### src/rtl/pxc_pkg.sv
package pxc_pkg;
   // Role of a counter in the ping-pong pair
   typedef enum logic {
      ROLE_ACC = 1'b0,   // counting the running slice
      ROLE_SVC = 1'b1    // holding the finished slice for readout
   } role_e;

   localparam int unsigned MIN_SYNC = 2;
   localparam int unsigned MAX_CNT_W = 16;
endpackage

### src/rtl/pxc_sync.sv
module pxc_sync #(
   parameter int unsigned STAGES = 2
) (
   input  logic clk,
   input  logic rst_n,
   input  logic d_i,
   output logic q_o
);
   logic [STAGES-1:0] chain_q;

   generate
      if (STAGES < pxc_pkg::MIN_SYNC) begin : g_bad_stages
         $error("pxc_sync: STAGES must be at least 2");
      end
   endgenerate

   always_ff @(posedge clk or negedge rst_n) begin
      if (!rst_n) chain_q <= '0;
      else        chain_q <= {chain_q[STAGES-2:0], d_i};
   end

   assign q_o = chain_q[STAGES-1];
endmodule

### src/rtl/pxc_hit_gate.sv
module pxc_hit_gate (
   input  logic clk,
   input  logic rst_n,
   input  logic lvl_i,
   input  logic mask_i,
   output logic hit_o
);
   // used_q remembers that the current high level was already seen.
   // The slice strobe does not touch it, so a pulse that spans a
   // boundary must drop low before another hit can count.
   logic used_q;

   always_ff @(posedge clk or negedge rst_n) begin
      if (!rst_n) used_q <= 1'b0;
      else        used_q <= lvl_i;
   end

   assign hit_o = lvl_i & ~used_q & ~mask_i;

   AST_ONE_PER_PULSE: assert property (@(posedge clk) disable iff (!rst_n)
      hit_o |=> !hit_o) else $error("hit on consecutive cycles");
   AST_MASK_SILENT: assert property (@(posedge clk) disable iff (!rst_n)
      (lvl_i && used_q) |-> !hit_o) else $error("held level counted again");
endmodule

### src/rtl/pxc_pingpong.sv
module pxc_pingpong #(
   parameter int unsigned CNT_W    = 5,
   parameter bit          SATURATE = 1'b1
) (
   input  logic             clk,
   input  logic             rst_n,
   input  logic             hit_i,
   input  logic             tick_i,
   input  logic             ack_i,
   output logic [CNT_W-1:0] svc_cnt_o,
   output logic [CNT_W-1:0] acc_cnt_o,
   output logic             pend_o,
   output logic             swap_o
);
   import pxc_pkg::*;

   localparam logic [CNT_W-1:0] CNT_MAX = {CNT_W{1'b1}};
   localparam int unsigned      N_CNT   = 2;

   generate
      if (CNT_W < 1 || CNT_W > MAX_CNT_W) begin : g_bad_width
         $error("pxc_pingpong: CNT_W out of range");
      end
   endgenerate

   logic [CNT_W-1:0] cnt_q [N_CNT];
   logic [CNT_W-1:0] cnt_n [N_CNT];
   logic             wr_q;     // index of the counter that is counting
   logic             seen_q;   // a hit was recorded in the running slice
   logic             pend_q;
   logic             swap;
   logic [CNT_W-1:0] step_val;

   assign swap = tick_i & (seen_q | hit_i);

   // Increment of the counting counter: saturating or wrapping variant
   generate
      if (SATURATE) begin : g_sat
         assign step_val = (cnt_q[wr_q] == CNT_MAX) ? CNT_MAX : cnt_q[wr_q] + 1'b1;
      end else begin : g_wrap
         assign step_val = cnt_q[wr_q] + 1'b1;
      end
   endgenerate

   generate
      for (genvar i = 0; i < N_CNT; i++) begin : g_cnt
         logic is_acc;
         assign is_acc = (wr_q == 1'(i));

         always_comb begin
            if (is_acc) begin
               cnt_n[i] = hit_i ? step_val : cnt_q[i];
            end else if (swap || ack_i) begin
               cnt_n[i] = '0;
            end else begin
               cnt_n[i] = cnt_q[i];
            end
         end

         always_ff @(posedge clk or negedge rst_n) begin
            if (!rst_n) cnt_q[i] <= '0;
            else        cnt_q[i] <= cnt_n[i];
         end

         AST_SAT_HOLD: assert property (@(posedge clk) disable iff (!rst_n)
            (SATURATE && is_acc && cnt_q[i] == CNT_MAX) |=> cnt_q[i] == CNT_MAX)
            else $error("counter left its ceiling");
      end
   endgenerate

   always_ff @(posedge clk or negedge rst_n) begin
      if (!rst_n) begin
         wr_q   <= ROLE_ACC;
         seen_q <= 1'b0;
         pend_q <= 1'b0;
      end else begin
         if (swap) wr_q <= ~wr_q;
         seen_q <= tick_i ? 1'b0 : (seen_q | hit_i);
         if (swap)       pend_q <= 1'b1;
         else if (ack_i) pend_q <= 1'b0;
      end
   end

   assign svc_cnt_o = cnt_q[~wr_q];
   assign acc_cnt_o = cnt_q[wr_q];
   assign pend_o    = pend_q;
   assign swap_o    = swap;

   AST_NO_SWAP_IDLE: assert property (@(posedge clk) disable iff (!rst_n)
      (tick_i && !seen_q && !hit_i) |=> ($stable(wr_q) && $stable(svc_cnt_o)))
      else $error("roles changed on an empty slice");
   AST_SWAP_PENDS: assert property (@(posedge clk) disable iff (!rst_n)
      swap |=> (pend_q && acc_cnt_o == '0))
      else $error("swap did not present fresh data");
   AST_ACK_CLEARS: assert property (@(posedge clk) disable iff (!rst_n)
      (ack_i && !swap) |=> (!pend_q && svc_cnt_o == '0))
      else $error("acknowledge left data behind");
endmodule

### src/rtl/slot_pixel_cell.sv
module slot_pixel_cell #(
   parameter int unsigned CNT_W       = 5,
   parameter int unsigned SYNC_STAGES = 2,
   parameter bit          SATURATE    = 1'b1
) (
   input  logic             clk,
   input  logic             rst_n,
   input  logic             disc_i,
   input  logic             slice_tick_i,
   input  logic             cfg_set_i,
   input  logic             cfg_kill_i,
   input  logic             rd_sel_i,
   input  logic             rd_ack_i,
   output logic             req_o,
   output logic [CNT_W-1:0] cnt_o
);
   logic             disc_lvl;
   logic             hit;
   logic             pend;
   logic             swap;
   logic [CNT_W-1:0] svc_cnt;
   logic [CNT_W-1:0] acc_cnt;

   pxc_sync #(.STAGES(SYNC_STAGES)) u_sync (
      .clk   (clk),
      .rst_n (rst_n),
      .d_i   (disc_i),
      .q_o   (disc_lvl)
   );

   pxc_hit_gate u_gate (
      .clk    (clk),
      .rst_n  (rst_n),
      .lvl_i  (disc_lvl),
      .mask_i (cfg_kill_i),
      .hit_o  (hit)
   );

   pxc_pingpong #(.CNT_W(CNT_W), .SATURATE(SATURATE)) u_bank (
      .clk       (clk),
      .rst_n     (rst_n),
      .hit_i     (hit),
      .tick_i    (slice_tick_i),
      .ack_i     (rd_ack_i),
      .svc_cnt_o (svc_cnt),
      .acc_cnt_o (acc_cnt),
      .pend_o    (pend),
      .swap_o    (swap)
   );

   assign req_o = pend | (cfg_set_i & ~cfg_kill_i);
   assign cnt_o = rd_sel_i ? svc_cnt : '0;

   AST_KILL_FREEZE: assert property (@(posedge clk) disable iff (!rst_n)
      (cfg_kill_i && !slice_tick_i) |=> $stable(acc_cnt))
      else $error("killed pixel counted");
   AST_KILL_NO_SWAP: assert property (@(posedge clk) disable iff (!rst_n)
      (cfg_kill_i && !slice_tick_i) |=> !swap)
      else $error("killed pixel swapped");
   AST_DESEL_ZERO: assert property (@(posedge clk) disable iff (!rst_n)
      !rd_sel_i |-> cnt_o == '0) else $error("bus not blanked");
endmodule

### config.mk
export PLATFORM = sky130hd
export DESIGN_NAME = slot_pixel_cell
export DESIGN_NICKNAME = d
export VERILOG_FILES = /design/src/rtl/pxc_pkg.sv /design/src/rtl/pxc_sync.sv /design/src/rtl/pxc_hit_gate.sv /design/src/rtl/pxc_pingpong.sv /design/src/rtl/slot_pixel_cell.sv
export SDC_FILE = /design/constraint.sdc
export NUM_CORES = 1
export LEC_CHECK = 0
export BUFFER_PORTS_ARGS = -buffer_cell sky130_fd_sc_hd__buf_4
export CAP_MARGIN = 15
export CORE_ASPECT_RATIO = 1.1
export CORE_UTILIZATION = 30
export DETAILED_ROUTE_END_ITERATION = 16
export PLACE_DENSITY = 0.6
export RECOVER_POWER = 25
export SYNTH_ARGS = -nofsm -noshare
export SYNTH_HDL_FRONTEND = slang
export SYNTH_SLANG_ARGS = --single-unit
### constraint.sdc
create_clock -name clk -period 2.2 [get_ports clk]
set_clock_uncertainty 0.15 [all_clocks]
set_input_delay 0.11 -clock clk [delete_from_list [all_inputs] [get_ports clk]]
set_output_delay 0.11 -clock clk [all_outputs]
set_load 0.01 [all_outputs]
==> results of run 1 <==
per-layer routing:
layer / vias to the layer above / global-route usage [%] / share of wire, % / routed length, um
met2: 22 / 19.9 / 46 / 898
li1: 373 / - / - / -
met3: 6 / 2.73 / 3.9 / 75
met4: 0 / 7.32 / 2.2 / 42
met1: 346 / 15.7 / 47 / 917
met5: - / 0 / 0 / 0
report_power, final:
| part | internal (W) | switching, W |
|---|---|---|
| registers | 0.000333 | 0.0000386 |
| clock network | 0.0000635 | 0.0000825 |
| logic | 0.000175 | 0.000167 |
metrics by stage:
stage | hold slack, ns | power [W] | worst slack (ns) | utilization [%]
after floorplan | -0.336 | 0.000663 | 0.0440 | -
after global placement | -0.172 | 0.000713 | 0.129 | 35.9
after global routing | 0.0479 | 0.000928 | 0.0104 | 38.2
after detailed placement | -0.169 | 0.000717 | 0.0928 | 35.9
after CTS | 0.0296 | 0.000874 | 0.0775 | 38.3
final | 0.0377 | 0.000859 | 0.0684 | 38.2
cells by family (layout without fill, tap and decap cells):
family,Yosys count,count (layout),synth area share [%]
compound gates,21,21,16.0
xor+xnor,1,1,0.909
fa+ha+maj,1,1,1.30
buf+inv,7,29,5.20
flops,16,16,41.6
mux,11,11,13.1
simple gates,31,31,21.9
final cells by class:
cell class	count	area, sq um
Clock buffer	3	22.5
Tap cell	34	42.5
Timing Repair Buffer	21	166
Multi-Input combinational cell	65	513
Inverter	5	18.8
Sequential cell	16	400
Fill cell	306	1880
cell usage in the layout, fill, tap and decap left out:
cell type and n:
a21oi_1 2, a221o_1 2, a22o_1 2, and3_2 1
and4_2 1, and4b_2 1, and4bb_2 1, buf_4 15
clkbuf_1 1, clkbuf_4 3, dfrtp_1 16, dlygate4sd3_1 5
ha_1 1, inv_1 5, mux2_2 3, mux2i_1 7
mux2i_4 1, nand2_1 2, nand2b_1 2, nand4bb_1 1
nor2_1 7, nor2b_1 5, nor3_1 4, nor3b_4 1
nor4b_1 1, o21ai_0 6, o21ba_4 1, o21bai_1 1
o22a_1 1, o22ai_1 3, o2bb2ai_1 2, o31ai_1 1
or2_1 2, or2b_1 1, or4b_4 1, xnor2_1 1
worst paths after layout:
kind | start | to | slack (ns) | cells past startpoint
min in group asynchronous | rst_n | u_gate.used_q$_DFF_PN0_ | 0.30 | 2
max in group asynchronous | rst_n | u_bank.cnt_q[7]$_DFFE_PN0P_ | 1.07 | 2
min | cfg_kill_i | u_bank.cnt_q[6]$_DFFE_PN0P_ | 0.04 | 3
min reg2reg | u_sync.chain_q[0]$_DFF_PN0_ | u_sync.chain_q[1]$_DFF_PN0_ | 0.21 | 0
max | u_bank.g_cnt[1].is_acc$_DFFE_PN0P_ | u_bank.cnt_q[8]$_DFFE_PN0P_ | 0.07 | 5
max reg2reg | u_bank.g_cnt[1].is_acc$_DFFE_PN0P_ | u_bank.cnt_q[8]$_DFFE_PN0P_ | 0.07 | 5
sequential cells by signal, indices dropped and copies added, names as in the netlist:
| register | count |
|---|---|
| u_bank.pend_o | 1 |
| u_gate.used_q | 1 |
| u_bank.seen_q | 1 |
| u_bank.cnt_q | 10 |
| u_sync.chain_q | 2 |
| u_bank.g_cnt.is_acc | 1 |
tightest hold or removal path, stage by stage:
cell and delay, ns:
buf_4 0.12, or4b_4 0.14, o2bb2ai_1 0.06
what timing repair did:
action | 4_1_cts | 5_1_grt
resized for setup | 0 | 0
endpoints found under the hold margin | 19 | 0
hold buffers | 5 | 0
==> out/results.tsv, run 1 <==
stage	metric	value	unit
detailed_routing	drc	0	
cells_and_area	drive_gt1_share	26.4	%
synthesis	ys_warn_count	0	
sta	max_freq	469	MHz
setup_path	crit_fanout	6	
cts	cts_tree	yes	
setup_path	crit_slowest_cell	dfrtp_1	
flow_run	drv_cap	0	
sta	slew_violations	0	
cts	clk_pin_slew	0.08	ns
cells_and_area	diodes	0	
sta	fin_setup_tns	0	ns
setup_path	critical_path_buf_inv_count	0	
synthesis	postSynthCellCount	88	
synthesis	synth_top_area_share	41.6	%
power	p_leak	0.509	nW
sta	setup_viol	0	
setup_path	worstSetupEndpointType	register	
place	hpwlAfterDp	1480	um
cells_and_area	fin_area	1160	sq um
min_path	hold_path_class	in -> reg	
detailed_routing	avgRoutedWirePerCell	13.4	um
setup_path	path_delay_family	compound AO/OA/AOI/OAI gates	
synthesis	synth_edf_count	0	
global_route	antenna_found_initial	0	
floorplanning	initial_core_util	31.6	%
synthesis	avgSynthCellArea	10.9	sq um
floorplanning	die_y	61.4	um
detailed_routing	ant_nets	0	
setup_path	critPathKind	reg -> reg	
place	port_buffers	13	
synthesis	synth_seq_area_share	41.6	%
cells_and_area	nNetsFinal	121	
outcome	run_status	completed	
synthesis	synth_nets	97	
cts	cts.sinks	16	
synthesis	synth.area.top_cells	dfrtp_1, mux2i_1, mux2_2, nor2b_1, o21ai_0	
setup_path	critPathLaunchType	register	
synthesis	synth_cell_types	34	
synthesis	netlist_top_cells_count	dfrtp_1, mux2i_1, nor2_1	
sta	rsz0062_at_grt	false	
cts	clock_latency	0.28	ns
synthesis	synthArstFlopShare	100	%
sta	final.period_utilization	96.9	%
detailed_routing	routed-via-count	747	
global_route	grt_max_degree	17	
cts	cts_inserted_buffers	3	
synthesis	syn_area	963	sq um
cells_and_area	layout.cells.non_filler	144	
global_route	grt-ovfl-total	0	
detailed_routing	drt_iter0_markers	15	
synthesis	synth_most_common_cell	dfrtp_1	
global_route	gr-usage-all-layers	12.4	%
sta	finalHoldViolCount	0	
synthesis	ys_ff_latch	16	
detailed_routing	via_per_inst	5.19	
sta	slew_headroom	42.5	%
cts	clock-root-buffer	clkbuf_4	
global_route	grt_pass1_vias	671	
cells_and_area	areaGrowthSynthToFinish	20.8	%
cts	cts_max_path_buffers	2	
setup_path	cp_cell_sequence	mux2_2 > ha_1 > and4_2 > o21ba_4 > a221o_1	
setup_path	max_stage_delay	0.40	ns
floorplanning	die_w	56.0	um
floorplanning	io_pins	14	
sta	period_minus_slack	2.13	ns
power	vdd_drop_max	0.369	mV
sta	tightest_slew	0.862	ns
floorplanning	core_area	3050	sq um
setup_path	crit_arrival	2.15	ns
cts	cts_setup_buffers	0	
power	powerDensity	738	nW/um^2
setup_path	critPathRequiredTime	2.22	ns
place	placed_area	1090	sq um
floorplanning	rows	21	
detailed_routing	first_pass_iters	4	
detailed_routing	wl	1930	um
place	place_congestion	0.846	
cts	h-tree-depth	1	
place	placed_cells	136	
synthesis	synth_ff_type	dfrtp_1	
global_route	grt_pass1_wl	3190	um
synthesis	yosysTopAreaCell	dfrtp_1	
floorplanning	dieArea	3440	sq um
(Power assumes the default switching activity.)
==> run 2, diff against run 1 <==
- CELL_PAD_IN_SITES_DETAIL_PLACEMENT: default -> 0
- CELL_PAD_IN_SITES_GLOBAL_PLACEMENT: default -> 1
- MAX_ROUTING_LAYER: default -> met4
- PLACE_DENSITY: 0.6 -> 0.7
==> out/results.tsv, run 2 (synthesized netlist as in run 1, its figures left out) <==
stage	metric	value	unit	change
floorplanning	initial_core_util	31.6	%	unchanged
cells_and_area	final_common_cell	dfrtp_1		
place	pre_cts_ws	0.171	ns	+0.0779 ns
sta	setup_viol	0		unchanged
floorplanning	dieArea	3440	sq um	unchanged
cells_and_area	areaGrowthSynthToFinish	21.2	%	
setup_path	critPathRequiredTime	2.23	ns	about the same
cts	cts_tree	yes		
setup_path	r2r_setup_slack	0.15	ns	+0.08 ns
global_route	grt_max_degree	20		+3
power	p_sw	0.000299	W	+3.6%
sta	finalHoldViolCount	0		unchanged
global_route	grt-ovfl-total	0		unchanged
setup_path	crit_arrival	2.08	ns	-0.07 ns
cells_and_area	fill_cells	319		+4.2%
floorplanning	die_w	56.0	um	unchanged
flow_run	drv_cap	0		unchanged
power	p_clk_share	21.7	%	+4.7 points
power	p_seq_share	40.7	%	-2.5 points
sta	rsz0062_at_grt	false		
cells_and_area	ff_latch_area	400	sq um	unchanged
place	port_buffers	13		unchanged
detailed_routing	avgRoutedWirePerCell	13.2	um	-1.4%
detailed_routing	routed-via-count	761		+1.9%
outcome	run_status	completed		
cells_and_area	reg_top3	u_bank.cnt_q (10), u_sync.chain_q (2)		
detailed_routing	ant_nets	0		unchanged
global_route	gr-usage-all-layers	13.0	%	+0.61 points
setup_path	critPathLaunchType	register		
floorplanning	core_area	3050	sq um	unchanged
cts	clk_pin_slew	0.10	ns	+0.02 ns
cells_and_area	drive_gt1_share	27.3	%	+0.91 points
setup_path	worstSetupEndpointType	register		
power	combPwrFrac	37.6	%	-2.2 points
place	place_congestion	0.894		+5.7%
cts	h-tree-depth	1		unchanged
global_route	grt_pass1_vias	701		+4.5%
power	vdd_drop_max	0.512	mV	+39%
cts	clock-root-buffer	clkbuf_4		
min_path	hold_path_class	in -> reg		
cells_and_area	largest-register	u_bank.cnt_q		
global_route	antenna_found_initial	0		unchanged
detailed_routing	via_per_inst	5.28		+1.9%
sta	whs	0.0169	ns	-0.0208 ns
cells_and_area	multi_input_area	513	sq um	unchanged
sta	final.period_utilization	93.1	%	-3.8 points
floorplanning	die_y	61.4	um	unchanged
place	hpwlAfterDp	1450	um	-1.9%
sta	fin_setup_tns	0	ns	unchanged
floorplanning	rows	21		unchanged
detailed_routing	drc	0		unchanged
cells_and_area	diodes	0		unchanged
detailed_routing	drt_iter0_markers	18		+3
setup_path	crit_fanout	5		-1
detailed_routing	first_pass_iters	4		unchanged
power	p_int	0.000597	W	+4.6%
global_route	grt_pass1_wl	3310	um	+3.7%
sta	period_minus_slack	2.05	ns	-0.0841 ns
sta	setup_slack	0.152	ns	+0.0841 ns
cells_and_area	nNetsFinal	120		-0.83%
sta	tightest_slew	0.884	ns	+0.0213 ns
cts	cts_max_path_buffers	2		unchanged
setup_path	critPathKind	reg -> reg		
sta	slew_violations	0		unchanged
cts	cts.sinks	16		unchanged
floorplanning	io_pins	14		unchanged
cells_and_area	layout_common_cells	dfrtp_1, buf_4, mux2i_1, nor2_1, o21ai_0		
sta	max_freq	488	MHz	+4.1%
power	swShare	33.3	%	-0.21 points
cts	cts_resized	0		unchanged
sta	slew_headroom	41.1	%	-1.4 points
power	p_leak	0.511	nW	+0.29%
cells_and_area	largest_reg_flops	10		unchanged
cts	cts_inserted_buffers	3		unchanged
cts	clock_latency	0.28	ns	about the same
power	powerDensity	767	nW/um^2	+3.9%
detailed_routing	wl	1910	um	-1.4%
[run 2: cell types whose count changed in the layout (fill, tap and decap cells not counted)]
cell / before / now
clkbuf_8: 0 / 1
dlygate4sd3_1: 5 / 4
[run 2: final cells by class]
| cell class | instances | share of cell area [%] |
|---|---|---|
| Sequential cell | 16 | 34.3 |
| Multi-Input combinational cell | 65 | 43.9 |
| Tap cell | 34 | 3.64 |
| Clock buffer | 4 | 3.11 |
| Inverter | 5 | 1.61 |
| Timing Repair Buffer | 20 | 13.4 |
[run 2: through the flow]
stage / total power [W] / area (sq um) / utilization (%) / instances
6_report: 0.000896 / 1170 / 38.3 / 144
5_1_grt: 0.000960 / 1170 / 38.3 / 144
4_1_cts: 0.000904 / 1170 / 38.4 / 144
3_5_place_dp: 0.000705 / 1090 / 35.9 / 136
3_3_place_gp: 0.000701 / 1090 / 35.9 / 136
2_1_floorplan: 0.000663 / 963 / - / 88
[run 2: path summary, 6_finish.rpt]
path                                                    end                               start  cells past startpoint
worst min register to register  u_sync.chain_q[1]$_DFF_PN0_         u_sync.chain_q[0]$_DFF_PN0_                      0
worst max register to register  u_bank.cnt_q[8]$_DFFE_PN0P_  u_bank.g_cnt[1].is_acc$_DFFE_PN0P_                      5
max in group asynchronous       u_bank.cnt_q[2]$_DFFE_PN0P_                               rst_n                      2
worst min-delay path                u_bank.seen_q$_DFF_PN0_                          cfg_kill_i                      4
worst max-delay path            u_bank.cnt_q[8]$_DFFE_PN0P_  u_bank.g_cnt[1].is_acc$_DFFE_PN0P_                      5
min in group asynchronous       u_sync.chain_q[0]$_DFF_PN0_                               rst_n                      2
[run 2: repair_timing]
item | in CTS | in global routing
setup buffers | 0 | 0
hold endpoints to repair | 19 | 0
hold buffers | 4 | 0
[run 2: power by group through the flow]
stage	clock network [W]	logic (W)	registers, W
final	0.000195	0.000337	0.000364
after global routing	0.000214	0.000375	0.000371
after CTS	0.000200	0.000339	0.000365
after detailed placement	0	0.000333	0.000371
after global placement	0	0.000328	0.000373
after floorplan	0	0.000299	0.000364
[run 2: layer usage]
metal  global-route usage [%]  wire (um)
met1                     17.3        914
met2                     20.1        907
met3                     2.10         70
met4                     5.23         12
met5                        -          0
[run 2: worst max-delay path, cell delays in order, from the launching register on]
cell	delay, ns
dfrtp_1	0.38
mux2_2	0.35
ha_1	0.23
and4_2	0.25
o21ba_4	0.24
a221o_1	0.34
==> run 3, diff against run 2 <==
- CORE_UTILIZATION: 30 -> 43
- PLACE_DENSITY: 0.7 -> 0.87
- clock period: 2.2 -> 2.28 ns (I/O delays scaled with it)
==> out/results.tsv, run 3 (synthesized netlist as in run 1, its figures left out) <==
stage	metric	value	unit	change
outcome	run_status	completed		
setup_path	path_delay_family	compound AO/OA/AOI/OAI gates		
sta	setup_viol	0		unchanged
setup_path	crit_fanout	6		+1
place	placed_area	1080	sq um	-1.4%
floorplanning	core_area	2060	sq um	-32%
sta	fin_setup_tns	0	ns	unchanged
detailed_routing	wl	1950	um	+2.4%
detailed_routing	avgRoutedWirePerCell	14.1	um	+6.8%
cells_and_area	areaGrowthSynthToFinish	20.6	%	
cts	h-tree-depth	1		unchanged
cells_and_area	drive_gt1_share	26.4	%	-0.91 points
sta	final.period_utilization	94.7	%	+1.6 points
setup_path	critical_path_buf_inv_count	0		unchanged
sta	slew_violations	0		unchanged
cells_and_area	reg_top3	u_bank.cnt_q (10), u_sync.chain_q (2)		
cts	clock-root-buffer	clkbuf_4		
floorplanning	dieArea	2430	sq um	-29%
setup_path	crit_arrival	2.19	ns	+0.11 ns
floorplanning	die_w	47.1	um	-16%
sta	rsz0062_at_grt	false		
setup_path	crit_slowest_cell	dfrtp_1		
setup_path	cp_cell_sequence	mux2_2 > ha_1 > and4_2 > o21ba_4 > a221o_1		
setup_path	worstSetupEndpointType	register		
global_route	grt_max_degree	18		-10%
cts	cts_tree	yes		
setup_path	critPathLaunchType	register		
setup_path	critPathKind	reg -> reg		
sta	max_freq	463	MHz	-5.2%
power	p_leak	0.512	nW	+0.18%
sta	tightest_slew	0.858	ns	-0.0255 ns
cells_and_area	largest-register	u_bank.cnt_q		
global_route	grt_pass1_wl	3260	um	-1.5%
detailed_routing	routed.top_layer	met4		
place	place_congestion	0.807		-9.7%
sta	finalHoldViolCount	0		unchanged
detailed_routing	routed-via-count	736		-3.3%
cells_and_area	largest_reg_flops	10		unchanged
flow_run	drv_cap	0		unchanged
cells_and_area	diodes	0		unchanged
power	powerDensity	752	nW/um^2	-1.9%
detailed_routing	wl_met2	923	um	+1.8%
detailed_routing	first_pass_iters	4		unchanged
cts	cts_resized	0		unchanged
floorplanning	rows	17		-19%
cts	cts_inserted_buffers	3		unchanged
cts	cts.sinks	16		unchanged
cells_and_area	final_common_cell	dfrtp_1		
min_path	hold_path_class	in -> reg		
detailed_routing	drc	0		unchanged
sta	whs	0.0389	ns	+0.0219 ns
cells_and_area	layout_common_cells	dfrtp_1, buf_4, mux2i_1, nor2_1, o21ai_0		
cts	clock_latency	0.29	ns	about the same
global_route	antenna_found_initial	0		unchanged
power	fin_total_pwr	0.000875	W	-2.3%
place	hpwlAfterDp	1400	um	-3.6%
cells_and_area	fin_area	1160	sq um	-0.43%
detailed_routing	drt_iter0_markers	24		+6
detailed_routing	met1_length	922	um	+0.88%
cells_and_area	nNetsFinal	120		unchanged
sta	slew_headroom	42.8	%	+1.7 points
cts	cts_max_path_buffers	2		unchanged
cts	clk_pin_slew	0.10	ns	about the same
sta	period_minus_slack	2.16	ns	+0.111 ns
place	port_buffers	13		unchanged
global_route	gr-usage-all-layers	20.1	%	+7.1 points
floorplanning	initial_core_util	46.7	%	+15 points
global_route	grt-ovfl-total	0		unchanged
setup_path	critPathRequiredTime	2.32	ns	+0.09 ns
global_route	grt_pass1_vias	729		+4.0%
setup_path	max_stage_delay	0.43	ns	+0.05 ns
detailed_routing	ant_nets	0		unchanged
floorplanning	io_pins	14		unchanged
detailed_routing	route.met3.wl	80	um	+14%
detailed_routing	via_per_inst	5.33		+0.92%
floorplanning	die_y	51.6	um	-16%
power	vdd_drop_max	0.425	mV	-17%
cells_and_area	fill_cells	191		-40%
[run 3: final cells by class]
type	instances	area [sq um]	share of cell area, %
Sequential cell	16	400	34.4
Multi-Input combinational cell	65	513	44.1
Clock buffer	4	36.3	3.12
Timing Repair Buffer	20	159	13.7
Tap cell	28	35.0	3.01
Inverter	5	18.8	1.61
[run 3: final timing paths]
path / start / endpoint / slack, ns / depth (start not counted)
max: u_bank.g_cnt[1].is_acc$_DFFE_PN0P_ / u_bank.cnt_q[8]$_DFFE_PN0P_ / 0.12 / 5
max in group asynchronous: rst_n / u_bank.cnt_q[9]$_DFFE_PN0P_ / 1.16 / 2
max reg2reg: u_bank.g_cnt[1].is_acc$_DFFE_PN0P_ / u_bank.cnt_q[8]$_DFFE_PN0P_ / 0.12 / 5
min: cfg_kill_i / u_bank.cnt_q[6]$_DFFE_PN0P_ / 0.04 / 3
min reg2reg: u_sync.chain_q[0]$_DFF_PN0_ / u_sync.chain_q[1]$_DFF_PN0_ / 0.21 / 0
min in group asynchronous: rst_n / u_bank.cnt_q[2]$_DFFE_PN0P_ / 0.29 / 2
[run 3: metal layers]
| metal | up-vias | global-route usage (%) |
|---|---|---|
| met5 | - | - |
| met1 | 347 | 25.8 |
| li1 | 368 | - |
| met2 | 17 | 31.0 |
| met4 | 0 | 5.71 |
| met3 | 4 | 5.21 |
[run 3: report_power, final]
part / leakage [nW] / switching (W) / internal [W]
Combinational: 0.279 / 0.000168 / 0.000158
Sequential: 0.211 / 0.0000373 / 0.000321
Clock: 0.0210 / 0.0000930 / 0.0000973
Total: 0.512 / 0.000298 / 0.000576
[run 3: worst register-to-register path: stages (launching register included)]
cell and delay (ns):
dfrtp_1 0.43, mux2_2 0.37, ha_1 0.26, and4_2 0.27
o21ba_4 0.24, a221o_1 0.34
[run 3: metrics by stage]
| stage | instances | worst slack (ns) | util, % |
|---|---|---|---|
| after floorplan | 88 | 0.124 | - |
| after global placement | 129 | 0.200 | 52.3 |
| after detailed placement | 129 | 0.141 | 52.3 |
| after CTS | 138 | 0.129 | 56.5 |
| after global routing | 138 | 0.0578 | 56.3 |
| final | 138 | 0.121 | 56.3 |
[run 3: repair_timing]
item	CTS	global route
buffers inserted	0	0
endpoints found under the hold margin	19	0
hold buffers	5	0
